===== config.mk =====
export PLATFORM = sky130hd
export DESIGN_NAME = vid_read_port
export DESIGN_NICKNAME = d
export VERILOG_FILES = /design/src/rtl/vrp_pkg.sv /design/src/rtl/vrp_ptr.sv /design/src/rtl/vrp_cnt_rb.sv /design/src/rtl/vrp_product.sv /design/src/rtl/vid_read_port.sv
export SDC_FILE = /design/constraint.sdc
export NUM_CORES = 1
export LEC_CHECK = 0
export BUFFER_PORTS_ARGS = -buffer_cell sky130_fd_sc_hd__buf_2
export CAP_MARGIN = 0
export CORE_MARGIN = 2
export CORE_UTILIZATION = 35
export CTS_BUF_LIST = sky130_fd_sc_hd__clkbuf_8
export DETAILED_ROUTE_END_ITERATION = 10
export PLACE_DENSITY = 0.56
export SLEW_MARGIN = 20
export SYNTH_ARGS = -nofsm -noshare
export SYNTH_HDL_FRONTEND = slang
export SYNTH_SLANG_ARGS = --single-unit

===== constraint.sdc =====
create_clock -name clk -period 8.04 [get_ports clk]
set_input_delay 0.804 -clock clk [delete_from_list [all_inputs] [get_ports clk]]
set_output_delay 0.804 -clock clk [all_outputs]
set_load 0.005 [all_outputs]

===== src/rtl/vrp_pkg.sv =====
// Shared register addresses, status constants and address-class helpers
// for the video read port. Assumes a 16-bit processor address.
package vrp_pkg;
    localparam logic [15:0] A_MPY0  = 16'h2134;
    localparam logic [15:0] A_MPY1  = 16'h2135;
    localparam logic [15:0] A_MPY2  = 16'h2136;
    localparam logic [15:0] A_OAM   = 16'h2138;
    localparam logic [15:0] A_VLO   = 16'h2139;
    localparam logic [15:0] A_VHI   = 16'h213A;
    localparam logic [15:0] A_PAL   = 16'h213B;
    localparam logic [15:0] A_HCNT  = 16'h213C;
    localparam logic [15:0] A_VCNT  = 16'h213D;
    localparam logic [15:0] A_STAT1 = 16'h213E;
    localparam logic [15:0] A_STAT2 = 16'h213F;
    localparam logic [15:0] MIRROR_MASK = 16'h210F;
    localparam logic [3:0]  STAT1_VER = 4'h1;
    localparam logic [3:0]  STAT2_VER = 4'h2;
    localparam int          CNT_W = 9;

    // Registers whose reads load the unit-1 latch
    function automatic logic is_unit1(input logic [15:0] a);
        return (a == A_MPY0) || (a == A_MPY1) || (a == A_MPY2) ||
               (a == A_OAM) || (a == A_VLO) || (a == A_VHI) || (a == A_STAT1);
    endfunction

    // Registers whose reads load the unit-2 latch
    function automatic logic is_unit2(input logic [15:0] a);
        return (a == A_PAL) || (a == A_HCNT) || (a == A_VCNT) || (a == A_STAT2);
    endfunction

    // Unmapped addresses that answer with the unit-1 latch
    function automatic logic is_mirror(input logic [15:0] a);
        logic [15:0] m;
        m = a & MIRROR_MASK;
        return ((m >= 16'h2104) && (m <= 16'h2106)) ||
               ((m >= 16'h2108) && (m <= 16'h210A));
    endfunction
endpackage


===== src/rtl/vrp_ptr.sv =====
// Memory pointer with load and stepped increment. Wraps naturally at 2**W,
// so the memory it addresses must have a power-of-two size. Load wins.
module vrp_ptr #(
    parameter int W = 10
) (
    input  logic         clk,
    input  logic         rst_n,
    input  logic         ld,
    input  logic [W-1:0] ld_val,
    input  logic         inc,
    input  logic [W-1:0] step,
    output logic [W-1:0] ptr
);
    // Pointer register: reset, load, or advance by step
    always_ff @(posedge clk) begin
        if (!rst_n)   ptr <= '0;
        else if (ld)  ptr <= ld_val;
        else if (inc) ptr <= ptr + step;
    end
endmodule


===== src/rtl/vrp_cnt_rb.sv =====
// Two-read counter readback: low byte first, then bit 8 with open-bus
// bits above it. Assumes a 9-bit counter; clr and rd never coincide.
module vrp_cnt_rb
    import vrp_pkg::*;
(
    input  logic             clk,
    input  logic             rst_n,
    input  logic             rd,
    input  logic             clr,
    input  logic [CNT_W-1:0] cnt,
    input  logic [6:0]       ob_hi,
    output logic             tog,
    output logic [7:0]       byte_out
);
    // Byte toggle: flips per read, cleared by unit-2 status read
    always_ff @(posedge clk) begin
        if (!rst_n)   tog <= 1'b0;
        else if (clr) tog <= 1'b0;
        else if (rd)  tog <= ~tog;
    end

    // Byte selection for the current toggle state
    always_comb begin
        byte_out = tog ? {ob_hi, cnt[CNT_W-1]} : cnt[7:0];
    end
endmodule


===== src/rtl/vrp_product.sv =====
// Signed product of a 16-bit matrix parameter and the signed upper byte of
// a second parameter. Pure combinational; 24-bit result.
module vrp_product #(
    parameter int AW = 16
) (
    input  logic [AW-1:0]  mat_a,
    input  logic [15:0]    mat_b,
    output logic [AW+7:0]  prod
);
    localparam int PW = AW + 8;
    logic signed [PW-1:0] p;

    // Sign-extended multiply into the full product width
    always_comb begin
        p    = PW'($signed(mat_a)) * PW'($signed(mat_b[15:8]));
        prod = p;
    end
endmodule


===== src/rtl/vid_read_port.sv =====
// Processor read port of a two-unit video engine. Decodes the read address,
// returns a byte combinationally, and on a strobed edge updates the per-unit
// open-bus latches, counter toggles and memory pointers. Assumes memory
// sizes are powers of two and that memory data inputs follow the pointers.
module vid_read_port
    import vrp_pkg::*;
#(
    parameter int OAM_BYTES  = 1024,
    parameter int VRAM_WORDS = 32768,
    parameter int PAL_BYTES  = 512
) (
    input  logic        clk,
    input  logic        rst_n,
    input  logic        rd_en,
    input  logic [15:0] rd_addr,
    output logic [7:0]  rd_data,
    input  logic [7:0]  sys_open_bus,
    input  logic [15:0] mat_a,
    input  logic [15:0] mat_b,
    input  logic        oam_ld,
    input  logic [$clog2(OAM_BYTES)-1:0] oam_ld_addr,
    output logic [$clog2(OAM_BYTES)-1:0] oam_addr,
    input  logic [7:0]  oam_rd_data,
    input  logic        vram_ld,
    input  logic [$clog2(VRAM_WORDS)-1:0] vram_ld_addr,
    input  logic [1:0]  vram_step_sel,
    input  logic        vram_inc_hi,
    output logic [$clog2(VRAM_WORDS)-1:0] vram_addr,
    input  logic [15:0] vram_rd_data,
    input  logic        pal_ld,
    input  logic [$clog2(PAL_BYTES)-1:0] pal_ld_addr,
    output logic [$clog2(PAL_BYTES)-1:0] pal_addr,
    input  logic [7:0]  pal_rd_data,
    input  logic [CNT_W-1:0] h_cnt,
    input  logic [CNT_W-1:0] v_cnt,
    input  logic        time_over,
    input  logic        range_over,
    input  logic        frame_odd,
    input  logic        cnt_latched
);
    localparam int OAM_AW  = $clog2(OAM_BYTES);
    localparam int VRAM_AW = $clog2(VRAM_WORDS);
    localparam int PAL_AW  = $clog2(PAL_BYTES);
    localparam int NCNT    = 2;

    logic [7:0]         ob1_q, ob2_q;
    logic [23:0]        prod;
    logic [VRAM_AW-1:0] vram_step;
    logic               oam_inc, vram_inc, pal_inc, stat2_rd;
    logic [NCNT-1:0]    cnt_rd, tog;
    logic [CNT_W-1:0]   cnt_in   [NCNT];
    logic [7:0]         cnt_byte [NCNT];

    vrp_product #(.AW(16)) u_prod (
        .mat_a (mat_a),
        .mat_b (mat_b),
        .prod  (prod)
    );

    // Strobe qualification for every side effect
    always_comb begin
        oam_inc   = rd_en && (rd_addr == A_OAM);
        pal_inc   = rd_en && (rd_addr == A_PAL);
        stat2_rd  = rd_en && (rd_addr == A_STAT2);
        vram_inc  = rd_en && (((rd_addr == A_VLO) && !vram_inc_hi) ||
                              ((rd_addr == A_VHI) &&  vram_inc_hi));
        cnt_rd[0] = rd_en && (rd_addr == A_HCNT);
        cnt_rd[1] = rd_en && (rd_addr == A_VCNT);
        cnt_in[0] = h_cnt;
        cnt_in[1] = v_cnt;
    end

    // Video pointer step from the programmed increment mode
    always_comb begin
        case (vram_step_sel)
            2'd0:    vram_step = VRAM_AW'(1);
            2'd1:    vram_step = VRAM_AW'(32);
            default: vram_step = VRAM_AW'(128);
        endcase
    end

    vrp_ptr #(.W(OAM_AW)) u_oam_ptr (
        .clk(clk), .rst_n(rst_n), .ld(oam_ld), .ld_val(oam_ld_addr),
        .inc(oam_inc), .step(OAM_AW'(1)), .ptr(oam_addr)
    );
    vrp_ptr #(.W(VRAM_AW)) u_vram_ptr (
        .clk(clk), .rst_n(rst_n), .ld(vram_ld), .ld_val(vram_ld_addr),
        .inc(vram_inc), .step(vram_step), .ptr(vram_addr)
    );
    vrp_ptr #(.W(PAL_AW)) u_pal_ptr (
        .clk(clk), .rst_n(rst_n), .ld(pal_ld), .ld_val(pal_ld_addr),
        .inc(pal_inc), .step(PAL_AW'(1)), .ptr(pal_addr)
    );

    for (genvar g = 0; g < NCNT; g++) begin : g_cnt
        vrp_cnt_rb u_rb (
            .clk      (clk),
            .rst_n    (rst_n),
            .rd       (cnt_rd[g]),
            .clr      (stat2_rd),
            .cnt      (cnt_in[g]),
            .ob_hi    (ob2_q[7:1]),
            .tog      (tog[g]),
            .byte_out (cnt_byte[g])
        );
    end

    // Read data selection, with open-bus fill for undriven bits
    always_comb begin
        case (rd_addr)
            A_MPY0:  rd_data = prod[7:0];
            A_MPY1:  rd_data = prod[15:8];
            A_MPY2:  rd_data = prod[23:16];
            A_OAM:   rd_data = oam_rd_data;
            A_VLO:   rd_data = vram_rd_data[7:0];
            A_VHI:   rd_data = vram_rd_data[15:8];
            A_PAL:   rd_data = pal_addr[0] ? {ob2_q[7], pal_rd_data[6:0]} : pal_rd_data;
            A_HCNT:  rd_data = cnt_byte[0];
            A_VCNT:  rd_data = cnt_byte[1];
            A_STAT1: rd_data = {time_over, range_over, 1'b0, ob1_q[4], STAT1_VER};
            A_STAT2: rd_data = {frame_odd, cnt_latched, ob2_q[5], 1'b0, STAT2_VER};
            default: rd_data = is_mirror(rd_addr) ? ob1_q : sys_open_bus;
        endcase
    end

    // Per-unit last-value latches, loaded by reads of owned registers
    always_ff @(posedge clk) begin
        if (!rst_n) begin
            ob1_q <= '0;
            ob2_q <= '0;
        end else if (rd_en) begin
            if (is_unit1(rd_addr)) ob1_q <= rd_data;
            if (is_unit2(rd_addr)) ob2_q <= rd_data;
        end
    end
endmodule


==> metrics.yaml <==
detailed_routing:
  routed_wl_mm: 24.81
  drt_first_pass_iters: 5
  ant_nets: 0
  drc: 0
  num_vias: 7795
  avgRoutedWirePerCell_um: 16.42
  viasPerCell: 5.159
  drtIter0Drc: 429
placement:
  numPortBuffers: 186
  routabilityCongestion: 0.8419
  dp_hpwl_mm: 20.01
  postPlaceCellArea_um2: 9676
clocking:
  clkTransAtPathRegs_ps: 100
  cts_tree: "built"
  h-tree-depth: 2
  post-cts-setup-buffers: 0
  cts_root_buf: "clkbuf_8"
  holdBufCountCts: 0
  cts_sinks: 51
  cts-buffers-inserted: 5
  clk_latency_ps: 310
  cts.path.max_buffers: 2
  ctsResizeCount: 0
timing:
  hold_ws_ps: 507.4
  finClkSkew_ps: 7.095
  finalMaxSlewViolations: 0
  worstMarginPinSlew_ps: 1054
  setup_viol: 0
  relSlewSlack_pct: 29.35
  fin_setup_tns_ps: 0
  min_period_ps: 7023
  fmax_mhz: 142.4
  rsz0062_at_grt: "false"
  finalHoldViolCount: 0
  period_share_pct: 87.35
synth:
  ys_seq_area_share_pct: 12.02
  synth-warning-count: 0
  avgSynthCellArea_um2: 8.241
  netlist_area_um2: 8497
  yosys_most_used_dff: "dfxtp_1"
  synth_nets: 1338
  ys_top_cells_by_count: "153 x inv_1, 103 x fa_1, 94 x and2_1"
  synthTopCellsByArea: "fa_1 24%, dfxtp_1 12%, ha_1 7.5%"
  yosysUniqueCellTypes: 73
  syn_inst: 1031
  synth_edf_count: 0
  synth-seq-cells: 51
  synth_top_cell_area_share_pct: 24.27
  synth-async-reset-ratio_pct: 0
  synth.largest_area_cell: "fa_1"
  synth.most_common_cell: "inv_1"
setup_path:
  cp.buffers_inverters: 5
  cp_max_fo: 15
  cpLargestDelayFamily: "adder cells"
  r2r_cells: 7
  r2r-start: "u_pal_ptr.ptr[0]"
  worst_path_max_delay_cell: "o31ai_1"
  worst-path-stages: 18
  timing.rr.end: "ob1_q[7]"
  startpoint: "mat_b[15]"
  required_ps: 7240
  critPathLaunchType: "primary input"
  regToRegSetupSlack_ps: 5660
  path_class: "in -> out"
  end_kind: "output port"
  critPathArrivalTime_ps: 6220
  endpoint: "rd_data[5]"
  crit_chain: "buf_2, inv_1, nor2_1, fa_1, fa_1, fa_1, inv_1, fa_1, inv_1, ha_1, nand2_1, nor2_1, o211ai_1, o31ai_1, mux2i_1, a221o_1, and2_1, buf_2"
  crit_path_frequent_cell: "fa_1"
  slowest_delay_ps: 730
layout:
  drive_gt1_share_pct: 18.53
  num-nets-final: 1488
  fin_area_um2: 9818
  fillCellCount: 2592
  area_growth_syn_to_layout_pct: 15.55
grt:
  overflow: 0
  grt_antenna_before_repair: 6
  grt_pass1_wl_mm: 41.66
  grt_max_degree: 30
  grt_util_all_layers_pct: 20.01
  grt_pass1_vias: 8115
flow_run:
  drv_cap: 0
floorplanning:
  die_w_um: 159.8
  core_region_area_um2: 24110
  die_h_um: 159.8
  top_level_ports: 195
  initial_utilization_pct: 35.25
  dieArea_um2: 25540
  num_rows: 57
status:
  status: "complete, no violations"
power:
  power_uw: 2037
  p_leak_uw: 0.004605
  ir_worst_vdd_mv: 0.1392
  power_density_nw_per_um2: 207.5
min_path:
  hold_class: "reg -> reg"
==> sequential cells by signal, summed over array words and instances, names as in the netlist <==
| name | flops |
|---|---|
| u_vram_ptr.ptr | 15 |
| u_pal_ptr.ptr | 9 |
| u_oam_ptr.ptr | 10 |
| g_cnt.u_rb.tog | 2 |
| ob1_q | 8 |
| ob2_q | 7 |
==> routing by layer <==
layer  vias to the layer above  global-route usage [%]  part of all wire (%)
li1                       3735                       -                     -
met1                      3847                   27.18                    46
met2                       184                   33.71                    47
met3                        29                   3.403                   5.3
met4                         0                   4.054                   1.7
met5                         -                       0                     0
==> power by group <==
group          leakage, µW  internal, µW  switching, µW  total, µW
Clock            0.0000612           101           91.3        192
Sequential        0.000418           263           12.1        275
Combinational      0.00413           640            929       1570
Total              0.00460          1000           1030       2040
==> cells in the final DEF, fill, tap and decap left out, types with 16 or more instances in the layout <==
cell type / n
nor2_1: 78
xnor2_1: 22
nand2_1: 69
fa_1: 103
mux2i_1: 43
o21ai_0: 39
nand4_1: 16
xor2_1: 22
buf_2: 186
inv_1: 153
dfxtp_1: 51
ha_1: 51
nand3_1: 20
a21oi_1: 40
and2_1: 94
==> worst min path at each step <==
stage	start	to	slack (ps)	cells after the start
after floorplan	ob2_q[4]	ob2_q[4]	460	2
after global placement	ob1_q[7]	ob1_q[7]	490	2
after detailed placement	ob1_q[7]	ob1_q[7]	490	2
after CTS	ob1_q[7]	ob1_q[7]	510	2
after global routing	ob1_q[7]	ob1_q[7]	540	2
final	ob1_q[7]	ob1_q[7]	510	2
==> stage by stage <==
step / std cells / utilization (%) / worst slack [ps]
floorplan: 1031 / - / 1941
global placement: 1498 / 40.10 / 1081
detailed placement: 1498 / 40.14 / 1036
CTS: 1506 / 40.63 / 1025
global route: 1510 / 40.72 / 597.6
finish: 1511 / 40.73 / 1017
==> cells by family (layout without fill, tap and decap cells) <==
family | count (synthesis) | count (layout) | share of synthesized area, %
mux | 51 | 51 | 6.258
xor+xnor | 44 | 44 | 4.535
simple gates | 353 | 353 | 22.25
flops | 51 | 51 | 12.02
buf+inv | 198 | 349 | 8.806
other cells | 0 | 5 | 0
fa+ha+maj | 154 | 154 | 31.78
compound gates | 180 | 180 | 14.36
==> tightest hold or removal path, cell delays in order (launching register included) <==
cell and delay (ps):
dfxtp_1 320, nor2_1 90, a211oi_1 50
==> cell type report <==
type                            count  area [µm²]  area share (%)
Inverter                          155       581.8           5.926
Clock buffer                        6       82.58          0.8411
Clock inverter                      2       35.03          0.3568
Multi-Input combinational cell    782        6749           68.74
Tap cell                          324       405.4           4.129
Antenna cell                        5       12.51          0.1274
Timing Repair Buffer              186       930.9           9.481
Sequential cell                    51        1021           10.40
No activity file was read; power rests on OpenSTA's default activity.
